<file path="config.mk">
export PLATFORM = sky130hd
export DESIGN_NAME = insn_ckpt_monitor
export DESIGN_NICKNAME = d
export VERILOG_FILES = /design/src/rtl/insn_ckpt_pkg.sv /design/src/rtl/insn_tracker.sv /design/src/rtl/ckpt_list.sv /design/src/rtl/ckpt_gate.sv /design/src/rtl/insn_ckpt_monitor.sv
export SDC_FILE = /design/constraint.sdc
export NUM_CORES = 1
export LEC_CHECK = 0
export ABC_AREA = 1
export CORE_MARGIN = 2
export CORE_UTILIZATION = 60
export CTS_CLUSTER_DIAMETER = 100
export DETAILED_ROUTE_END_ITERATION = 7
export DONT_BUFFER_PORTS = 1
export PLACE_DENSITY = 0.77
export SYNTH_ARGS = -nofsm -noshare
export SYNTH_HDL_FRONTEND = slang
export SYNTH_SLANG_ARGS = --single-unit
</file>
<file path="constraint.sdc">
create_clock -name clk -period 6.9 [get_ports clk]
set_input_delay 0.69 -clock clk [delete_from_list [all_inputs] [get_ports clk]]
set_output_delay 0.69 -clock clk [all_outputs]
set_load 0.03 [all_outputs]
</file>
<file path="src/rtl/insn_ckpt_pkg.sv">
package insn_ckpt_pkg;

    typedef enum logic [1:0] {
        CK_EVERY  = 2'd0,
        CK_PERIOD = 2'd1,
        CK_LIST   = 2'd2,
        CK_COND   = 2'd3
    } ck_mode_e;

    typedef enum logic [1:0] {
        TR_IDLE  = 2'd0,
        TR_COUNT = 2'd1,
        TR_AWAIT = 2'd2
    } tr_state_e;

endpackage

</file>
<file path="src/rtl/insn_tracker.sv">
module insn_tracker
    import insn_ckpt_pkg::*;
#(
    parameter int NUM_OPS = 4,
    parameter int LAT_W   = 4,
    parameter int OP_W    = 2
) (
    input  logic                     clk,
    input  logic                     rst,
    input  logic [NUM_OPS-1:0]       dec_match,
    input  logic                     commit_i,
    input  logic [NUM_OPS-1:0]       op_commit_i,
    input  logic [NUM_OPS*LAT_W-1:0] op_lat_i,
    output logic                     fin_o,
    output logic [OP_W-1:0]          fin_op_o,
    output logic                     overlap_o
);

    tr_state_e         state_q, state_nx;
    logic [LAT_W-1:0]  cnt_q;
    logic [OP_W-1:0]   op_q;
    logic              overlap_q;

    logic [LAT_W-1:0]  lat_arr [NUM_OPS];
    logic [OP_W-1:0]   pick;
    logic              any_dec;
    logic [LAT_W-1:0]  load_val;

    for (genvar g = 0; g < NUM_OPS; g++) begin : g_lat
        assign lat_arr[g] = op_lat_i[g*LAT_W +: LAT_W];
    end

    always_comb begin
        pick = '0;
        for (int i = NUM_OPS - 1; i >= 0; i--) begin
            if (dec_match[i]) pick = OP_W'(i);
        end
    end

    assign any_dec  = |dec_match;
    assign load_val = (lat_arr[pick] == '0) ? '0 : lat_arr[pick] - 1'b1;

    always_comb begin
        state_nx = state_q;
        unique case (state_q)
            TR_IDLE: begin
                if (any_dec) state_nx = op_commit_i[pick] ? TR_AWAIT : TR_COUNT;
            end
            TR_COUNT: begin
                if (cnt_q == '0) state_nx = TR_IDLE;
            end
            TR_AWAIT: begin
                if (commit_i) state_nx = TR_IDLE;
            end
            default: state_nx = TR_IDLE;
        endcase
    end

    always_ff @(posedge clk) begin
        if (rst) state_q <= TR_IDLE;
        else     state_q <= state_nx;
    end

    always_ff @(posedge clk) begin
        if (rst) begin
            cnt_q     <= '0;
            op_q      <= '0;
            overlap_q <= 1'b0;
        end else begin
            if (state_q == TR_IDLE && any_dec) begin
                op_q  <= pick;
                cnt_q <= load_val;
            end else if (state_q == TR_COUNT && cnt_q != '0) begin
                cnt_q <= cnt_q - 1'b1;
            end
            if (state_q != TR_IDLE && any_dec) overlap_q <= 1'b1;
        end
    end

    always_comb begin
        fin_o     = ((state_q == TR_COUNT) && (cnt_q == '0)) ||
                    ((state_q == TR_AWAIT) && commit_i);
        fin_op_o  = op_q;
        overlap_o = overlap_q;
    end

    // a running latency counter keeps the instruction in flight and steps down
    p_count_down_r3: assert property (@(posedge clk) disable iff (rst)
        (state_q == TR_COUNT && cnt_q != '0) |=> (state_q == TR_COUNT && cnt_q == $past(cnt_q) - 1'b1));

    // without a commit the instruction keeps waiting
    p_await_hold_r4: assert property (@(posedge clk) disable iff (rst)
        (state_q == TR_AWAIT && !commit_i) |=> (state_q == TR_AWAIT));

    // the error flag never drops before reset
    p_overlap_sticky_r10: assert property (@(posedge clk) disable iff (rst)
        overlap_q |=> overlap_q);

    // the opcode of an instruction in flight is not replaced
    p_busy_op_kept_r10: assert property (@(posedge clk) disable iff (rst)
        (state_q != TR_IDLE) |=> (state_q == TR_IDLE || op_q == $past(op_q)));

endmodule

</file>
<file path="src/rtl/ckpt_list.sv">
module ckpt_list #(
    parameter int DEPTH = 16,
    parameter int IDX_W = 16,
    parameter int AW    = 4
) (
    input  logic             clk,
    input  logic             rst,
    input  logic             wr_en,
    input  logic [AW-1:0]    wr_addr,
    input  logic [IDX_W-1:0] wr_data,
    input  logic [AW:0]      len_i,
    input  logic [IDX_W-1:0] probe_idx,
    input  logic             adv_i,
    output logic             hit_o
);

    logic [IDX_W-1:0] mem [DEPTH];
    logic [AW:0]      ptr_q;
    logic [AW:0]      len_eff;

    always_ff @(posedge clk) begin
        if (wr_en) mem[wr_addr] <= wr_data;
    end

    assign len_eff = (len_i > (AW+1)'(DEPTH)) ? (AW+1)'(DEPTH) : len_i;

    always_comb begin
        hit_o = (ptr_q < len_eff) && (mem[ptr_q[AW-1:0]] == probe_idx);
    end

    always_ff @(posedge clk) begin
        if (rst)                 ptr_q <= '0;
        else if (adv_i && hit_o) ptr_q <= ptr_q + 1'b1;
    end

    // the pointer never runs past the storage
    p_ptr_bound_r8: assert property (@(posedge clk) disable iff (rst)
        ptr_q <= (AW+1)'(DEPTH));

    // the pointer moves by at most one entry per cycle
    p_ptr_step_r8: assert property (@(posedge clk) disable iff (rst)
        1'b1 |=> (ptr_q == $past(ptr_q) || ptr_q == $past(ptr_q) + 1'b1));

endmodule

</file>
<file path="src/rtl/ckpt_gate.sv">
module ckpt_gate
    import insn_ckpt_pkg::*;
#(
    parameter int IDX_W = 16,
    parameter int PER_W = 8,
    parameter int OP_W  = 2
) (
    input  logic             clk,
    input  logic             rst,
    input  logic             fin_i,
    input  logic [OP_W-1:0]  fin_op_i,
    input  ck_mode_e         mode_i,
    input  logic [PER_W-1:0] period_i,
    input  logic             cond_i,
    input  logic             list_hit_i,
    output logic [IDX_W-1:0] next_idx_o,
    output logic             cmp_req_o,
    output logic [IDX_W-1:0] cmp_idx_o,
    output logic [OP_W-1:0]  cmp_op_o
);

    logic [IDX_W-1:0] done_q;
    logic [PER_W-1:0] phase_q;
    logic [PER_W-1:0] per_eff;
    logic             period_hit;
    logic             sel;
    logic             cmp_req_q;
    logic [IDX_W-1:0] cmp_idx_q;
    logic [OP_W-1:0]  cmp_op_q;

    assign per_eff    = (period_i == '0) ? PER_W'(1) : period_i;
    assign period_hit = (phase_q >= per_eff - 1'b1);
    assign next_idx_o = done_q + 1'b1;

    always_comb begin
        sel = 1'b0;
        unique case (mode_i)
            CK_EVERY:  sel = 1'b1;
            CK_PERIOD: sel = period_hit;
            CK_LIST:   sel = list_hit_i;
            CK_COND:   sel = cond_i;
            default:   sel = 1'b0;
        endcase
    end

    always_ff @(posedge clk) begin
        if (rst) begin
            done_q    <= '0;
            phase_q   <= '0;
            cmp_req_q <= 1'b0;
            cmp_idx_q <= '0;
            cmp_op_q  <= '0;
        end else begin
            cmp_req_q <= fin_i && sel;
            if (fin_i) begin
                done_q    <= done_q + 1'b1;
                phase_q   <= period_hit ? '0 : phase_q + 1'b1;
                cmp_idx_q <= done_q + 1'b1;
                cmp_op_q  <= fin_op_i;
            end
        end
    end

    always_comb begin
        cmp_req_o = cmp_req_q;
        cmp_idx_o = cmp_idx_q;
        cmp_op_o  = cmp_op_q;
    end

    // the request never lasts two cycles, as a finish is always followed by an idle cycle
    p_single_pulse_r5: assert property (@(posedge clk) disable iff (rst)
        cmp_req_q |=> !cmp_req_q);

    // each finish advances the reported index by one
    p_index_step_r5: assert property (@(posedge clk) disable iff (rst)
        fin_i |=> (cmp_idx_q == $past(cmp_idx_q) + 1'b1));

    // per-instruction mode requests a compare at every finish
    p_every_mode_r6: assert property (@(posedge clk) disable iff (rst)
        (fin_i && mode_i == CK_EVERY) |=> cmp_req_q);

    // condition mode never fires with the condition low
    p_cond_low_r9: assert property (@(posedge clk) disable iff (rst)
        (fin_i && mode_i == CK_COND && !cond_i) |=> !cmp_req_q);

endmodule

</file>
<file path="src/rtl/insn_ckpt_monitor.sv">
module insn_ckpt_monitor
    import insn_ckpt_pkg::*;
#(
    parameter int  NUM_OPS    = 4,
    parameter int  LAT_W      = 4,
    parameter int  IDX_W      = 16,
    parameter int  PER_W      = 8,
    parameter int  LIST_DEPTH = 16,
    localparam int OP_W       = (NUM_OPS > 1) ? $clog2(NUM_OPS) : 1,
    localparam int LA_W       = (LIST_DEPTH > 1) ? $clog2(LIST_DEPTH) : 1
) (
    input  logic                     clk,
    input  logic                     rst,
    input  logic [NUM_OPS-1:0]       dec_match,
    input  logic                     commit,
    input  logic                     ckpt_cond,
    input  logic [1:0]               ckpt_mode,
    input  logic [PER_W-1:0]         ckpt_period,
    input  logic [NUM_OPS-1:0]       op_commit_mode,
    input  logic [NUM_OPS*LAT_W-1:0] op_latency,
    input  logic                     list_wr_en,
    input  logic [LA_W-1:0]          list_wr_addr,
    input  logic [IDX_W-1:0]         list_wr_data,
    input  logic [LA_W:0]            list_len,
    output logic                     cmp_req,
    output logic [IDX_W-1:0]         cmp_index,
    output logic [OP_W-1:0]          cmp_opcode,
    output logic                     overlap_err
);

    ck_mode_e         mode;
    logic             fin;
    logic [OP_W-1:0]  fin_op;
    logic [IDX_W-1:0] next_idx;
    logic             list_hit;
    logic             list_adv;

    assign mode     = ck_mode_e'(ckpt_mode);
    assign list_adv = fin && (mode == CK_LIST);

    insn_tracker #(
        .NUM_OPS (NUM_OPS),
        .LAT_W   (LAT_W),
        .OP_W    (OP_W)
    ) i_tracker (
        .clk         (clk),
        .rst         (rst),
        .dec_match   (dec_match),
        .commit_i    (commit),
        .op_commit_i (op_commit_mode),
        .op_lat_i    (op_latency),
        .fin_o       (fin),
        .fin_op_o    (fin_op),
        .overlap_o   (overlap_err)
    );

    ckpt_list #(
        .DEPTH (LIST_DEPTH),
        .IDX_W (IDX_W),
        .AW    (LA_W)
    ) i_list (
        .clk       (clk),
        .rst       (rst),
        .wr_en     (list_wr_en),
        .wr_addr   (list_wr_addr),
        .wr_data   (list_wr_data),
        .len_i     (list_len),
        .probe_idx (next_idx),
        .adv_i     (list_adv),
        .hit_o     (list_hit)
    );

    ckpt_gate #(
        .IDX_W (IDX_W),
        .PER_W (PER_W),
        .OP_W  (OP_W)
    ) i_gate (
        .clk        (clk),
        .rst        (rst),
        .fin_i      (fin),
        .fin_op_i   (fin_op),
        .mode_i     (mode),
        .period_i   (ckpt_period),
        .cond_i     (ckpt_cond),
        .list_hit_i (list_hit),
        .next_idx_o (next_idx),
        .cmp_req_o  (cmp_req),
        .cmp_idx_o  (cmp_index),
        .cmp_op_o   (cmp_opcode)
    );

endmodule

</file>
### Word level (Yosys, flattened, before mapping)

Memories as Yosys holds them, arrays and structs flattened. A register that Yosys moved wholly into a read port is not among the register bits.
Index checks and enable logic that the tools add are counted.
Widths: inputs -> output; s select.

| storage, ports and cells | value |
|---|---|
| flip-flop bits (word level) | 41 |
| RAM bits | 256 |
| input bits | 64 |
| memories | 1 |

| cells by class | value |
|---|---|
| $add $sub $neg | 6 |
| $lt $le $gt $ge | 5 |
| equal/unequal tests | 9 |
| muxes and demuxes | 25 |
| bitwise logic cells | 1 |
| reduce and logical (&&, ||, !) cells | 20 |

Memory list:

| name | depth | width | read ports | clocked after memory_dff | wr ports | RTL line | RTL |
|---|---|---|---|---|---|---|---|
| i_list.mem | 16 | 16 | 1 | 1 | 1 | ckpt_list.sv:17 | `logic [IDX_W-1:0] mem [DEPTH];` |

Operator list:

| cell | count |
|---|---|
| $mux 4 | 7 |
| $add 16x1->16 const B | 1 |
| $eq 16x16->1 | 1 |
| $mux 2 | 8 |
| $mux 8 | 2 |
| $logic_and 1x1->1 | 9 |
| $add 8x1->8 const B | 1 |
| $bmux 4 s2 | 1 |
| $ge 8x8->1 | 1 |
| $logic_not 4->1 | 2 |
| $logic_not 8->1 | 1 |
| $sub 4x1->4 const B | 2 |
| $sub 8x1->8 const B | 1 |
| $eq 2x2->1 const B | 3 |
| $pmux 2 s3 | 1 |
| $add 5x1->5 const B | 1 |
| $gt 5x5->1 const B | 1 |
| $lt 5x5->1 | 1 |
| $mux 5 | 1 |
| $eq 2x1->1 const B | 2 |
| $logic_not 2->1 | 2 |
| $ne 2x1->1 const B | 2 |
| $pmux 1 s4 | 1 |
| $reduce_bool 2->1 | 2 |
| 10 further kinds | 12 |

### Longest topological paths before layout

| logic depth | value |
|---|---|
| depth after elaboration | 11 |
| gate-level depth with buffers | 18 |

### Hierarchy

A second synthesis with hierarchy kept.

| second synthesis, totals | value |
|---|---|
| cells, all modules | 1,569 |
| area total of the unflattened synthesis | 14,367.5 µm² |

By module, submodules not included:

| module | times used | cells an instance | area each (µm²) |
|---|---|---|---|
| ckpt_list | 1 | 1,136 | 11,616.1 |
| ckpt_gate | 1 | 273 | 1,796.7 |
| insn_tracker | 1 | 158 | 944.7 |
| insn_ckpt_monitor | 1 | 2 | 10.0 |

### Worst setup path after synthesis

Ideal clock, no wire load.

| timing path | value |
|---|---|
| path kind | input to register |
| start | input port ckpt_period[3] |
| end | register i_gate.phase_q[7] |
| library setup time | 0.131 ns |
| arrival | 2.668 ns |
| data required time | 6.769 ns |
| setup slack | 4.101 ns |
| stages on the path | 16 |
| cell sequence | nor2_1 inv_1 nor3_1 a21oi_1 ha_1 nand2_1 xnor2_1 inv_1 ha_1 nand2_1 nor2_1 nand4_1 o2111ai_1 inv_1 o21ai_1 nor2_1 |

| between the ends | value |
|---|---|
| word-level cells in the longest chain between the ends | 5 |

Ends and longest elaborated chain:

| element | RTL line | RTL |
|---|---|---|
| start, declared | insn_ckpt_monitor.sv:18 | `input logic [PER_W-1:0] ckpt_period,` |
| $logic_not 8->1 | ckpt_gate.sv:31 | `assign per_eff = (period_i == '0) ? PER_W'(1) : period_i;` |
| $mux 8 (*) | ckpt_gate.sv:31 |  |
| $sub 8x1->8 (*) | ckpt_gate.sv:32 | `assign period_hit = (phase_q >= per_eff - 1'b1);` |
| $ge 8x8->1 (*) | ckpt_gate.sv:32 |  |
| $mux 8 (*) | ckpt_gate.sv:57 | `phase_q <= period_hit ? '0 : phase_q + 1'b1;` |
| end signal, assigned | ckpt_gate.sv:57 |  |
| end, declared | ckpt_gate.sv:23 | `logic [PER_W-1:0] phase_q;` |

Every way passes the cells marked *; elsewhere a longest branch is shown, timed or not.
A chain may end at the register's enable or synchronous reset.

==> run summary <==
final setup TNS -> 0 ps
Worst Hold Launch -> rst
layout cells sized above 1 -> 0.0589
Final Max Slew Viols -> 0
Std-Cell Rows -> 55
area share of the largest cell type after synthesis -> 0.557
Initial Util -> 0.611
largest net degree at the start of global routing -> 103
total number of vias -> 10,100
vias in the first global route -> 9,488
first-pass GRT wire length -> 50,800 microns
Psw -> 0.000914 W
Internal Dissipation -> 0.00308 W
GR Overflow Total -> 0
WL per Instance -> 19.0 microns
Clk pwr share -> 0.407
area of the multi-input gates -> 4410 sq um
synth unique cells -> 38
cells after synthesis -> 1,433
FMAX -> 286 MHz
crit path time final -> 3500 ps
dpl hpwl -> 19,500 microns
max cap viols -> 0
Leak -> 5.84 nW
I/O pin cnt -> 84
Rel. slew slack -> 0.180
Syn Area/Cell -> 9.62 sq um
CP peak stage delay -> 730 ps
DRT iter0 DRCs -> 1,282
slowest CP cell -> buf_4
WP buf/inv -> 2
Hold WS -> 201 ps
Nets -> 1,500
pre-CTS WS -> 3520 ps
Syn Nets -> 1,514
Die X -> 156 microns
Worst VDD drop -> 0.000218 V
Worst Max-Slew Pin Slew -> 1230 ps
IO buf count -> 0
Setup CP Type -> reg -> reg
drt total wl -> 32,800 microns
Synth area leaders -> edfxtp_1 56%, nand2_1 12%, nand3_1 7.7%, dfxtp_1 6.5%, inv_1 3.1%
Final Setup Violations -> 0
Reg clk slew, reported paths -> 60 ps
Startpoint Class -> flip-flop
crit-path max FO -> 78
crit path capture type -> flip-flop
CORE AREA -> 22,600 sq um
DRT antenna net count -> 0
PwrDens -> 268 nW/um^2
Synth area leader -> edfxtp_1
Final WS setup -> 3400 ps
CTS max path bufs -> 3
Worst Path Arrival -> 3930 ps
Die Height -> 156 microns
Comb pwr share -> 0.064
H-tree levels -> 1
period utilization -> 0.507
die footprint -> 24,200 sq um
clk root buf -> clkbuf_16
P&R area growth vs syn -> 8.15%
Seq/Total Area, Yosys -> 0.623
unrepaired setup endpoints after global routing -> false
status -> finished clean
drt first pass iters -> 6
final hold viol count -> 0
cell chain of the critical path -> inv_4 > buf_4 > nand2_1 > nand2_1 > nand2_1 > nand3_1 > nand3_1 > nand3_1 > nand2_1 > nor2_1 > nand2_1 > nor2_1 > nand4_1 > nand2_1 > a21oi_1
ANT cells -> 0
Sequential Area -> 8590 sq um
Total GRT Usage -> 0.271
drt drc -> 0
Post-CTS Setup Bufs -> 0
worst skew pair latency -> 550 ps
Num CTS Buffers -> 30
Synth warnings -> 0
number of antenna violations at the first check in global routing -> 0
Tightest Hold Check Type -> in -> reg
Yosys reg bits -> 301
post-DR vias/cell -> 5.84
clock skew -> 7.35 ps
commonest non-fill, non-tap cell in the layout -> nand2_1
Reg power frac -> 0.529
Clock Sinks -> 301
RD Place Congestion -> 0.861
Crit path top cell by count -> nand2_1
Post-CTS Hold Buffers -> 0
switching part of the total power -> 0.229
fill count -> 1,731
CTS tree -> yes
Largest delay share family, worst path -> simple AND/OR/NAND/NOR gates
worst endpoint required time -> 7330 ps
Synth Cell Area -> 13,800 sq um
post-CTS sizing -> 0
most frequent cells in the layout -> 447 x nand2_1, 256 x edfxtp_1, 211 x nand3_1
flip-flops by register name, summed over array words and instances, names as in the netlist, named ones only:
name                 flops
i_tracker.overlap_o      1
i_gate.phase_q           8
i_tracker.fin_op_o       2
i_list.mem             256
i_gate.cmp_op_o          2
i_gate.cmp_idx_o        16
i_tracker.cnt_q          4
i_list.ptr_q             5
i_gate.cmp_req_o         1
i_tracker.state_q        2
layer usage:
metal  track usage  vias to the layer above  share of wire
met5             0                        -              0
met4        0.0765                        0          0.021
met3        0.0542                       64          0.098
met2         0.439                      488           0.47
met1         0.379                     4725           0.41
li1              -                     4810              -
logic make-up (layout without fill, tap and decap cells):
| group | Yosys count | count (layout) | share of synthesized area |
|---|---|---|---|
| AOI/OAI and AO/OA | 112 | 112 | 0.0445 |
| xor gates and xnor gates | 21 | 21 | 0.0133 |
| adders and majority gates | 17 | 17 | 0.0154 |
| buffers and inverters | 181 | 191 | 0.0604 |
| DFF | 301 | 301 | 0.623 |
| and+or+nand+nor | 801 | 801 | 0.244 |
Yosys cell counts, drive strengths merged:
cell type and n:
clkinv 1, and3 1, o2111ai 1, nand3b 6
o21bai 3, xnor2 9, dfxtp 45, clkbuf 20
edfxtp 256, o21ai 48, nor2 109, o211ai 6
o21a 1, nor2b 1, nor3 10, or2 1
nand2 447, a31o 1, o41ai 2, nand4 15
inv 120, o22a 1, ha 17, a21oi 43
o31ai 1, a31oi 1, buf 40, o22ai 4
xor2 12, nand3 211
power by group through the flow:
| stage | Combinational (W) | Clock, W | Sequential, W |
|---|---|---|---|
| after floorplan | 0.000185 | 0 | 0.00214 |
| after global placement | 0.000237 | 0 | 0.00215 |
| after detailed placement | 0.000246 | 0 | 0.00215 |
| after CTS | 0.000249 | 0.00164 | 0.00211 |
| after global routing | 0.000287 | 0.00171 | 0.00212 |
| final | 0.000254 | 0.00163 | 0.00211 |
worst paths after layout:
kind / endpoint / slack (ps) / cells past startpoint
worst max-delay path: flip-flop / 3400 / 15
worst min-delay path: flip-flop / 200 / 1
worst max register to register: flip-flop / 3400 / 15
worst min register to register: i_tracker.cnt_q[1] / 460 / 2
through the flow:
stage / std cells / util / power, W / instance area [sq um]
after floorplan: 1433 / - / 0.00232 / 13800
after global placement: 1672 / 0.617 / 0.00238 / 13900
after detailed placement: 1672 / 0.617 / 0.00240 / 13900
after CTS: 1728 / 0.661 / 0.00400 / 14900
after global routing: 1728 / 0.661 / 0.00411 / 14900
final: 1728 / 0.661 / 0.00399 / 14900
layout make-up:
class                   instances  area share
flip-flops and latches        301       0.576
multi-input cells             951       0.296
clock buffers                  44      0.0598
inverters                     121      0.0306
well taps                     285      0.0239
repair buffers                 14     0.00705
clock inverters                12     0.00680
No activity file was read; power rests on OpenSTA's default activity.
